File: src/rtl/iso_rx_pkg.sv
package iso_rx_pkg;
    localparam logic [1:0] ADDR_CSR  = 2'd0;
    localparam logic [1:0] ADDR_DATA = 2'd1;
    localparam logic [1:0] ADDR_CNT  = 2'd2;

    localparam int B_DMAEN = 0;
    localparam int B_EPIE  = 1;
    localparam int B_SOFIE = 2;
    localparam int B_RPC   = 3;
    localparam int B_SHORT = 4;
    localparam int B_EPIS  = 5;
    localparam int B_SOFIS = 6;
    localparam int B_OVR   = 7;
    localparam int B_RNE   = 8;

    typedef enum logic [1:0] {P_IDLE, P_RECV, P_DRAIN, P_DROP} pkt_state_e;
    typedef enum logic       {D_IDLE, D_BURST} dma_state_e;
endpackage

File: src/rtl/iso_rx_fifo.sv
module iso_rx_fifo #(
    parameter int DEPTH  = 256,
    parameter int DATA_W = 8,
    localparam int AW    = $clog2(DEPTH),
    localparam int LVL_W = AW + 1
) (
    input  logic              clk,
    input  logic              rst_n,
    input  logic              push,
    input  logic [DATA_W-1:0] din,
    input  logic              pop,
    output logic [DATA_W-1:0] dout,
    output logic [LVL_W-1:0]  level,
    output logic              full,
    output logic              empty
);
    logic [DATA_W-1:0] mem [DEPTH];
    logic [AW-1:0]     wptr, rptr;
    logic              do_push, do_pop;

    assign full    = (level == LVL_W'(DEPTH));
    assign empty   = (level == '0);
    assign do_push = push && !full;
    assign do_pop  = pop && !empty;
    assign dout    = mem[rptr];

    always_ff @(posedge clk) begin
        if (do_push) mem[wptr] <= din;
    end

    always_ff @(posedge clk or negedge rst_n) begin
        if (!rst_n) begin
            wptr  <= '0;
            rptr  <= '0;
            level <= '0;
        end else begin
            if (do_push) wptr <= wptr + AW'(1);
            if (do_pop)  rptr <= rptr + AW'(1);
            unique case ({do_push, do_pop})
                2'b10:   level <= level + LVL_W'(1);
                2'b01:   level <= level - LVL_W'(1);
                default: level <= level;
            endcase
        end
    end
endmodule

File: src/rtl/iso_rx_pkt_fsm.sv
module iso_rx_pkt_fsm
    import iso_rx_pkg::*;
#(
    parameter int BURST = 32,
    parameter int LVL_W = 9,
    localparam int BAW  = $clog2(BURST)
) (
    input  logic             clk,
    input  logic             rst_n,
    input  logic             sop,
    input  logic             valid,
    input  logic             eop,
    input  logic             dma_en,
    input  logic             ep_busy,
    input  logic             fifo_full,
    input  logic [LVL_W-1:0] level,
    input  logic             dma_idle,
    output logic             push,
    output logic             done,
    output logic             done_short,
    output logic             ovr_set
);
    localparam logic [LVL_W-1:0] BURST_L = LVL_W'(BURST);

    pkt_state_e       state, nxt;
    logic [LVL_W-1:0] len;
    logic             len_short;

    assign len_short = (len[BAW-1:0] != '0) || (len == '0);

    always_ff @(posedge clk or negedge rst_n) begin
        if (!rst_n) begin
            state <= P_IDLE;
            len   <= '0;
        end else begin
            state <= nxt;
            if (state == P_IDLE && sop)  len <= '0;
            else if (push)               len <= len + LVL_W'(1);
        end
    end

    always_comb begin
        nxt        = state;
        push       = 1'b0;
        done       = 1'b0;
        done_short = len_short;
        ovr_set    = 1'b0;
        unique case (state)
            P_IDLE: begin
                if (sop) begin
                    if (ep_busy) begin
                        nxt     = P_DROP;
                        ovr_set = 1'b1;
                    end else begin
                        nxt = P_RECV;
                    end
                end
            end
            P_RECV: begin
                if (valid) begin
                    push    = !fifo_full;
                    ovr_set = fifo_full;
                end
                if (eop) begin
                    if (dma_en) begin
                        nxt = P_DRAIN;
                    end else begin
                        nxt  = P_IDLE;
                        done = 1'b1;
                    end
                end
            end
            P_DRAIN: begin
                if (sop) ovr_set = 1'b1;
                if (level < BURST_L && dma_idle) begin
                    nxt  = P_IDLE;
                    done = len_short;
                end
            end
            P_DROP: begin
                if (eop) nxt = P_IDLE;
            end
            default: nxt = P_IDLE;
        endcase
    end
endmodule

File: src/rtl/iso_rx_dma_fsm.sv
module iso_rx_dma_fsm
    import iso_rx_pkg::*;
#(
    parameter int BURST = 32,
    parameter int LVL_W = 9,
    localparam int BAW  = $clog2(BURST)
) (
    input  logic             clk,
    input  logic             rst_n,
    input  logic             dma_en,
    input  logic [LVL_W-1:0] level,
    input  logic             dma_ack,
    output logic             dma_req,
    output logic             dma_pop,
    output logic             idle
);
    localparam logic [LVL_W-1:0] BURST_L = LVL_W'(BURST);
    localparam logic [BAW-1:0]   LAST    = BAW'(BURST - 1);

    dma_state_e     state, nxt;
    logic [BAW-1:0] beat;

    always_ff @(posedge clk or negedge rst_n) begin
        if (!rst_n) begin
            state <= D_IDLE;
            beat  <= '0;
        end else begin
            state <= nxt;
            if (state == D_IDLE) beat <= '0;
            else if (dma_pop)    beat <= beat + BAW'(1);
        end
    end

    always_comb begin
        nxt     = state;
        dma_req = 1'b0;
        dma_pop = 1'b0;
        idle    = 1'b0;
        unique case (state)
            D_IDLE: begin
                idle = 1'b1;
                if (dma_en && level >= BURST_L) nxt = D_BURST;
            end
            D_BURST: begin
                dma_req = 1'b1;
                dma_pop = dma_ack;
                if (dma_ack && beat == LAST) nxt = D_IDLE;
            end
            default: nxt = D_IDLE;
        endcase
    end
endmodule

File: src/rtl/iso_out_rx.sv
module iso_out_rx
    import iso_rx_pkg::*;
#(
    parameter int DEPTH  = 256,
    parameter int BURST  = 32,
    parameter int REG_W  = 16,
    localparam int DATA_W = 8,
    localparam int LVL_W  = $clog2(DEPTH) + 1
) (
    input  logic              clk,
    input  logic              rst_n,
    input  logic              pkt_sop,
    input  logic              pkt_valid,
    input  logic [DATA_W-1:0] pkt_data,
    input  logic              pkt_eop,
    input  logic              sof_pulse,
    input  logic              reg_wr,
    input  logic              reg_rd,
    input  logic [1:0]        reg_addr,
    input  logic [7:0]        reg_wdata,
    output logic [REG_W-1:0]  reg_rdata,
    output logic              dma_req,
    input  logic              dma_ack,
    output logic [DATA_W-1:0] dma_data,
    output logic              ep_irq,
    output logic              sof_irq
);
    logic dma_en_q, ep_ie_q, sof_ie_q;
    logic rpc_q, short_q, ep_is_q, sof_is_q, ovr_q;

    logic [LVL_W-1:0]  level;
    logic [DATA_W-1:0] head;
    logic              full, empty, push, sw_pop, dma_pop, dma_idle;
    logic              done, done_short, ovr_set;
    logic              csr_wr;
    logic [8:0]        csr_view;

    assign csr_wr = reg_wr && (reg_addr == ADDR_CSR);
    assign sw_pop = reg_rd && (reg_addr == ADDR_DATA) && !empty && !dma_pop;

    iso_rx_fifo #(.DEPTH(DEPTH), .DATA_W(DATA_W)) i_fifo (
        .clk   (clk),
        .rst_n (rst_n),
        .push  (push),
        .din   (pkt_data),
        .pop   (sw_pop || dma_pop),
        .dout  (head),
        .level (level),
        .full  (full),
        .empty (empty)
    );

    iso_rx_pkt_fsm #(.BURST(BURST), .LVL_W(LVL_W)) i_pkt (
        .clk        (clk),
        .rst_n      (rst_n),
        .sop        (pkt_sop),
        .valid      (pkt_valid),
        .eop        (pkt_eop),
        .dma_en     (dma_en_q),
        .ep_busy    (rpc_q),
        .fifo_full  (full),
        .level      (level),
        .dma_idle   (dma_idle),
        .push       (push),
        .done       (done),
        .done_short (done_short),
        .ovr_set    (ovr_set)
    );

    iso_rx_dma_fsm #(.BURST(BURST), .LVL_W(LVL_W)) i_dma (
        .clk     (clk),
        .rst_n   (rst_n),
        .dma_en  (dma_en_q),
        .level   (level),
        .dma_ack (dma_ack),
        .dma_req (dma_req),
        .dma_pop (dma_pop),
        .idle    (dma_idle)
    );

    // Control and status: set events take priority over write-one-to-clear.
    always_ff @(posedge clk or negedge rst_n) begin
        if (!rst_n) begin
            dma_en_q <= 1'b0;
            ep_ie_q  <= 1'b0;
            sof_ie_q <= 1'b0;
            rpc_q    <= 1'b0;
            short_q  <= 1'b0;
            ep_is_q  <= 1'b0;
            sof_is_q <= 1'b0;
            ovr_q    <= 1'b0;
        end else begin
            if (csr_wr) begin
                dma_en_q <= reg_wdata[B_DMAEN];
                ep_ie_q  <= reg_wdata[B_EPIE];
                sof_ie_q <= reg_wdata[B_SOFIE];
            end
            if (done)                             rpc_q <= 1'b1;
            else if (csr_wr && reg_wdata[B_RPC])  rpc_q <= 1'b0;
            if (done)                             short_q <= done_short;
            else if (csr_wr && reg_wdata[B_SHORT]) short_q <= 1'b0;
            if (done)                             ep_is_q <= 1'b1;
            else if (csr_wr && reg_wdata[B_EPIS]) ep_is_q <= 1'b0;
            if (sof_pulse)                         sof_is_q <= 1'b1;
            else if (csr_wr && reg_wdata[B_SOFIS]) sof_is_q <= 1'b0;
            if (ovr_set)                          ovr_q <= 1'b1;
            else if (csr_wr && reg_wdata[B_OVR])  ovr_q <= 1'b0;
        end
    end

    assign csr_view = {!empty, ovr_q, sof_is_q, ep_is_q, short_q, rpc_q,
                       sof_ie_q, ep_ie_q, dma_en_q};

    always_comb begin
        unique case (reg_addr)
            ADDR_CSR:  reg_rdata = REG_W'(csr_view);
            ADDR_DATA: reg_rdata = REG_W'(head);
            ADDR_CNT:  reg_rdata = REG_W'(level);
            default:   reg_rdata = '0;
        endcase
    end

    assign dma_data = head;
    assign ep_irq   = ep_is_q && ep_ie_q;
    assign sof_irq  = sof_is_q && sof_ie_q;
endmodule

File: config.mk
export PLATFORM = sky130hd
export DESIGN_NAME = iso_out_rx
export DESIGN_NICKNAME = d
export VERILOG_FILES = /design/src/rtl/iso_rx_pkg.sv /design/src/rtl/iso_rx_fifo.sv /design/src/rtl/iso_rx_pkt_fsm.sv /design/src/rtl/iso_rx_dma_fsm.sv /design/src/rtl/iso_out_rx.sv
export SDC_FILE = /design/constraint.sdc
export NUM_CORES = 2
export LEC_CHECK = 0
export BUFFER_PORTS_ARGS = -buffer_cell sky130_fd_sc_hd__buf_2
export CAP_MARGIN = 25
export CORE_MARGIN = 1
export CORE_UTILIZATION = 60
export DETAILED_ROUTE_END_ITERATION = 8
export HOLD_SLACK_MARGIN = 0.08
export PLACE_DENSITY = 0.76
export SYNTH_ARGS = -nofsm -noshare
export SYNTH_HDL_FRONTEND = slang
export SYNTH_SLANG_ARGS = --single-unit
File: constraint.sdc
create_clock -name clk -period 10.4 [get_ports clk]
set_input_delay 1.04 -clock clk [delete_from_list [all_inputs] [get_ports clk]]
set_output_delay 1.04 -clock clk [all_outputs]
set_load 0.005 [all_outputs]
Word-level counts from Yosys, hierarchy flattened
Memories as Yosys holds them, arrays and structs flattened. Index checks and enable logic that the tools add are counted.

Add/sub/neg operators: 6. Order comparisons: 2. Equal/unequal tests: 14. Mux-type cells: 42. Bitwise operators: 1. Reduce and logical (&&, ||, !) cells: 35.

Operator list (count): 9-bit one-hot mux with 3 select lines (1); 1-bit two-way mux (26); 9-bit by 1-bit adder with 9-bit output, second input constant (2); 9-bit zero test (2); 9-bit two-way mux (2); 9-bit one-hot mux with 2 select lines (1); 1-bit logical AND (17); 8-bit by 1-bit adder with 8-bit output, second input constant (2); 2-bit nonzero test (7); 2-bit two-way mux (6); 5-bit two-way mux (2); 9-bit == test, second input constant (1); 9-bit by 6-bit >= comparator with 1-bit output, second input constant (1); 9-bit by 6-bit less-than comparator with 1-bit output, second input constant (1); 9-bit by 1-bit subtractor with 9-bit output, second input constant (1); 2-bit == test, second input constant (4); 2-bit != test, second input constant (4); 2-bit one-hot mux with 4 select lines (1); 2-bit by 1-bit == test with 1-bit output, second input constant (3); 5-bit by 1-bit adder with 5-bit output, second input constant (1); 5-bit == test, second input constant (1); 5-bit nonzero test (1); 2-bit zero test (2); 1-bit one-hot mux with 2 select lines (2); other kinds (6) (9).

Flip-flop bits (word level): 50. Bits in writable memories: 2048. Bits of input ports: 27. Output and inout bits: 27. Logic and storage cells: 116. Memories kept: 1.

Memories: i_fifo.mem (words 256, bits a word 8, read ports 1, clocked after memory_dff 0, write ports 1, line iso_rx_fifo.sv:17) `logic [DATA_W-1:0] mem [DEPTH];`.

Logic depth before layout (Yosys ltp)
Depth in word-level cells: 8. Mapped depth: 15. Depth with buffers taken out: 15.

Modules after synthesis
From an unflattened synthesis, not the netlist that was laid out.

Cells, all modules: 3914. Area total of the unflattened synthesis: 82344.0 µm².

Modules (own cells, without submodules): iso_rx_fifo (times used 1, cells each 3750, area each 80703.7 µm², sequential area each 62124.6 µm²); iso_rx_pkt_fsm (times used 1, cells each 76, area each 711.9 µm², sequential area each 275.3 µm²); iso_out_rx (times used 1, cells each 60, area each 593.1 µm², sequential area each 200.2 µm²); iso_rx_dma_fsm (times used 1, cells each 28, area each 335.3 µm², sequential area each 150.1 µm²).

Worst setup path before layout
OpenSTA, ideal clock, no wires.

Path type: input to register. From: in reg_addr[0]. To: reg i_fifo.level[8]. Arrival: 3758 ps. Data required time: 10284 ps. Path slack: 6526 ps. Stages on the path: 13. Path buffers: 1. Path through: nor2b_1 -> clkbuf_1 -> a22oi_1 -> a21oi_1 -> ha_1 -> ha_1 -> a21o_1 -> a21oi_1 -> o21bai_1 -> a21o_1 -> a21oi_1 -> o21ai_0 -> o311ai_0.

Longest elaborated chain between the ends: 8. Elaborated cells between the ends (all ways): 10. Classes of those cells: eq/ne: 3; mux: 1; reduce/logical: 6.

RTL lines: from (decl) (line iso_out_rx.sv:19) `input logic [1:0] reg_addr,`; 2-bit by 1-bit == test with 1-bit output * (line iso_out_rx.sv:39) `assign sw_pop = reg_rd && (reg_addr == ADDR_DATA) && !empty && !dma_pop;`; 1-bit logical AND * (3 in series) (line iso_out_rx.sv:39); 1-bit logical OR * (line iso_out_rx.sv:46) `.pop (sw_pop || dma_pop),`; 1-bit logical AND * (line iso_rx_fifo.sv:24) `assign do_pop = pop && !empty;`; net i_fifo.do_pop (line iso_rx_fifo.sv:19) `logic do_push, do_pop;`; 2-bit by 1-bit == test with 1-bit output / 2-bit == test (equally long branches) (line iso_rx_fifo.sv:39) `unique case ({do_push, do_pop})`; 9-bit one-hot mux with 2 select lines / 2-bit nonzero test (equally long branches); to (signal assigned) (line iso_rx_fifo.sv:40) `2'b10: level <= level + LVL_W'(1);`; to (signal assigned) (line iso_rx_fifo.sv:41) `2'b01: level <= level - LVL_W'(1);`; to (signal assigned) (line iso_rx_fifo.sv:42) `default: level <= level;`; to (decl) (line iso_rx_fifo.sv:13) `output logic [LVL_W-1:0] level,`.

Mark *: on every way through the listed nets, which the timed path passes. The rest lies on a longest branch. A chain may end at the register's enable or synchronous reset.

Worst setup path in the final report
From: reg i_fifo.rptr[0]. To: out reg_rdata[2].

Longest elaborated chain between the ends: 2.

RTL lines: from (decl) (line iso_rx_fifo.sv:18) `logic [AW-1:0] wptr, rptr;`; from (signal assigned) (line iso_rx_fifo.sv:38) `if (do_pop) rptr <= rptr + AW'(1);`; memory 256 x 8 bit; 9-bit one-hot mux with 3 select lines (line iso_out_rx.sv:115) `unique case (reg_addr)`; to (decl) (line iso_out_rx.sv:21) `output logic [REG_W-1:0] reg_rdata,`.

Every way passes these cells.

==> impl_metrics.json <==
{
  "status": "complete, no violations",
  "synthCells": 4016,
  "synth-seq-area-share_pct": 76.0,
  "gr-total-overflow": 0,
  "async_flop_share_pct": 2.38,
  "ir_drop_mv": 0.249,
  "p_total_mw": 23.8,
  "met1_length_um": 75100,
  "cts_root_buf": "clkbuf_16",
  "routed_via_density": 6.90,
  "fin_crit_sh_pct": 62.8,
  "syn_to_final_growth_pct": 10.4,
  "avgSynthCellArea_um2": 20.6,
  "grt_pass1_wl_um": 298000,
  "gp_congestion": 0.926,
  "first_global_vias": 41800,
  "final_cell_area_mm2": 0.0912,
  "ioPinCount": 54,
  "clk_path_buf_depth": 3,
  "yosys.cell_types.count": 77,
  "p_leak_nw": 28.9,
  "relSlewSlack_pct": 22.4,
  "p_per_area_mw_per_mm2": 261,
  "synth-main-ff-cell": "edfxtp_1",
  "first_iter_violations": 7095,
  "core_mm2": 0.136,
  "clk_latency_ps": 850,
  "vias": 41900,
  "critPathKind": "register to output port",
  "cts_max_level": 4,
  "cts_resized": 0,
  "place_area_mm2": 0.0845,
  "worst_pin_slew_ps": 1160,
  "fin_ws_ps": 3860,
  "drive_above_1_share_pct": 22.2,
  "die_x_um": 373,
  "wl_um": 206000,
  "cts_tree": "done",
  "dr_wl_met2_um": 96100,
  "final-setup-viol-count": 0,
  "post-place-ws_ps": 4890,
  "first_pass_iters": 6,
  "fin_skew_ps": 26.9,
  "hold_class": "primary input to asynchronous set/reset pin",
  "die_y_um": 373,
  "numPortBuffers": 46,
  "cp_max_fo": 32,
  "route.detailed.drc": 0,
  "dieArea_mm2": 0.139,
  "antenna_found_initial": 11,
  "cts_buffers": 200,
  "ys_ff_latch": 2098,
  "wl_met3_um": 26700,
  "crit_slowest_cell": "a2111oi_0",
  "yosysWarnings": 0,
  "grt_start_max_net_pins": 128,
  "drtAntennaViolNets": 0,
  "fin_tns_setup_ps": 0,
  "nets": 4169,
  "num_rows": 135,
  "synth-edff-count": 2048,
  "synth_area_mm2": 0.0826,
  "cp_cell_sequence": "buf_4 -> nand3b_1 -> buf_4 -> o22ai_1 -> a2111oi_0 -> o31ai_1 -> nand3_1 -> o21ai_1 -> o2bb2ai_1 -> buf_2",
  "period_minus_slack_ps": 6540,
  "cp-end-kind": "output port",
  "fmax_ghz": 0.153,
  "required_ps": 9360,
  "rsz0062_at_grt": "no",
  "hpwl_um": 123000,
  "cp_common_cell": "buf_4",
  "maxCapViolations": 0,
  "critPathMaxStageDelay_ps": 890,
  "wl_per_cell_um": 33.9,
  "top_layer": "met5",
  "crit_path_start_kind": "register",
  "start_util_pct": 60.7,
  "clk_pin_slew_ps": 60,
  "ctsHoldBuffers": 0,
  "cts_setup_buffers": 0,
  "arrival_ps": 5500,
  "grt_usage_pct": 30.0,
  "slew_violations": 0,
  "finalHoldViolCount": 0,
  "cts_sinks": 2098
}
## metal layers
layer,track usage [%],vias to the layer above
li1,-,16800
met1,42.3,21600
met2,45.4,2972
met3,8.23,520
met4,11.2,6
met5,0,-
## cells by family after synthesis
family / share of synthesized area [%]
flops: 76.0
other cells: 0.00454
xor+xnor: 0.318
fa+ha+maj: 0.358
mux: 15.8
simple gates: 3.06
compound gates: 2.65
buf+inv: 1.77
## metrics by stage
stage                     utilization (%)  hold WS, ps  cells
after CTS                            67.0          308   6066
after global placement               62.1          495   5690
final                                67.1          329   6073
after detailed placement             62.2          505   5693
after floorplan                         -          447   4022
after global routing                 67.0          363   6071
## worst max-delay path: cells and delay by family, from the launching register on
| kind | cells | cell delay, ps |
|---|---|---|
| compound gates | 5 | 1770 |
| flops | 1 | 810 |
| simple gates | 2 | 830 |
| buf+inv | 3 | 1190 |
## cell type report
| type | count | area, µm² |
|---|---|---|
| fill | 8253 | 44800 |
| timing repair buffer | 134 | 1130 |
| antenna | 2 | 5.00 |
| inverter | 20 | 77.6 |
| clock inverter | 131 | 1250 |
| multi-input combinational | 1665 | 18400 |
| tap | 1781 | 2230 |
| sequential | 2098 | 62800 |
| clock buffer | 242 | 5310 |
## synth_stat cells (8+ instances only)
cell / n / share of area, %
a21oi_1: 49 / 0.30
a211o_1: 8 / 0.085
o22ai_1: 50 / 0.38
edfxtp_1: 2048 / 74
nor3_1: 17 / 0.10
buf_1: 18 / 0.082
mux2_2: 24 / 0.33
a221oi_1: 15 / 0.16
inv_1: 18 / 0.082
and2_1: 12 / 0.091
ha_1: 22 / 0.33
o221ai_1: 19 / 0.20
a211oi_1: 10 / 0.091
nand2b_1: 11 / 0.083
a22oi_1: 29 / 0.26
nor4_1: 9 / 0.068
a22o_1: 12 / 0.13
nor2_1: 314 / 1.4
clkbuf_1: 85 / 0.39
o21ai_1: 8 / 0.048
a31oi_1: 9 / 0.068
o21ai_0: 41 / 0.25
nand3_1: 34 / 0.21
xnor2_1: 23 / 0.24
buf_4: 37 / 0.34
mux2i_1: 201 / 2.4
a21o_1: 9 / 0.082
nand2_1: 128 / 0.58
nand4_1: 13 / 0.099
buf_2: 66 / 0.40
buf_6: 29 / 0.40
dfrtp_1: 50 / 1.5
o2bb2ai_1: 9 / 0.095
nor2b_1: 22 / 0.17
mux4_2: 479 / 13
## power by group
group	internal (mW)	switching, mW	total [mW]
registers	9.37	0.232	9.60
logic	2.79	4.07	6.86
clock network	4.18	3.14	7.32
total	16.3	7.44	23.8
## path summary, 6_finish.rpt
kind	cells after the start	startpoint	slack, ps	end
max	10	i_fifo.rptr[0]$_DFFE_PN0P_	3860	reg_rdata[2]
min	2	rst_n	330	i_fifo.level[0]$_DFFE_PN0P_
max reg2reg	10	i_pkt.state[1]$_DFFE_PN0P_	5980	i_fifo.mem[32][4]$_DFFE_PP_
min reg2reg	1	sof_is_q$_DFFE_PN0P_	510	sof_is_q$_DFFE_PN0P_
max in group asynchronous	2	rst_n	9500	i_fifo.rptr[2]$_DFFE_PN0P_
min in group clk	2	sof_pulse	390	sof_is_q$_DFFE_PN0P_
## flip-flops by register name, indices dropped and copies added, names as in the netlist
| register | flops |
|---|---|
| i_fifo.mem | 2048 |
| i_pkt.state | 2 |
| i_fifo.wptr | 8 |
| i_fifo.level | 9 |
| rpc_q | 1 |
| dma_en_q | 1 |
| i_dma.beat | 5 |
| ovr_q | 1 |
| i_fifo.rptr | 8 |
| i_dma.state | 1 |
| ep_ie_q | 1 |
| short_q | 1 |
| sof_is_q | 1 |
| ep_is_q | 1 |
| sof_ie_q | 1 |
| i_pkt.len | 9 |
## placed cells by master, fill, tap and decap left out, types with 10 or more instances in the layout
cell type | netlist | routed
edfxtp_1 | 2048 | 2048
mux4_2 | 479 | 479
nor2_1 | 314 | 313
clkbuf_16 | 0 | 207
mux2i_1 | 201 | 201
nand2_1 | 128 | 126
buf_4 | 37 | 74
o22ai_1 | 50 | 50
a21oi_1 | 49 | 49
clkinv_1 | 0 | 46
dfrtp_1 | 50 | 44
clkinv_2 | 0 | 43
o21ai_0 | 41 | 41
buf_2 | 66 | 40
clkbuf_1 | 85 | 35
nand3_1 | 34 | 33
a22oi_1 | 29 | 29
mux2_2 | 24 | 24
xnor2_1 | 23 | 23
ha_1 | 22 | 22
bufinv_16 | 0 | 22
nor2b_1 | 22 | 20
o221ai_1 | 19 | 19
inv_1 | 18 | 18
nor3_1 | 17 | 17
a221oi_1 | 15 | 15
nand4_1 | 13 | 13
a22o_1 | 12 | 12
and2_1 | 12 | 12
nand2b_1 | 11 | 11
a211oi_1 | 10 | 10
Note: power is estimated with default switching activity, not from simulation.
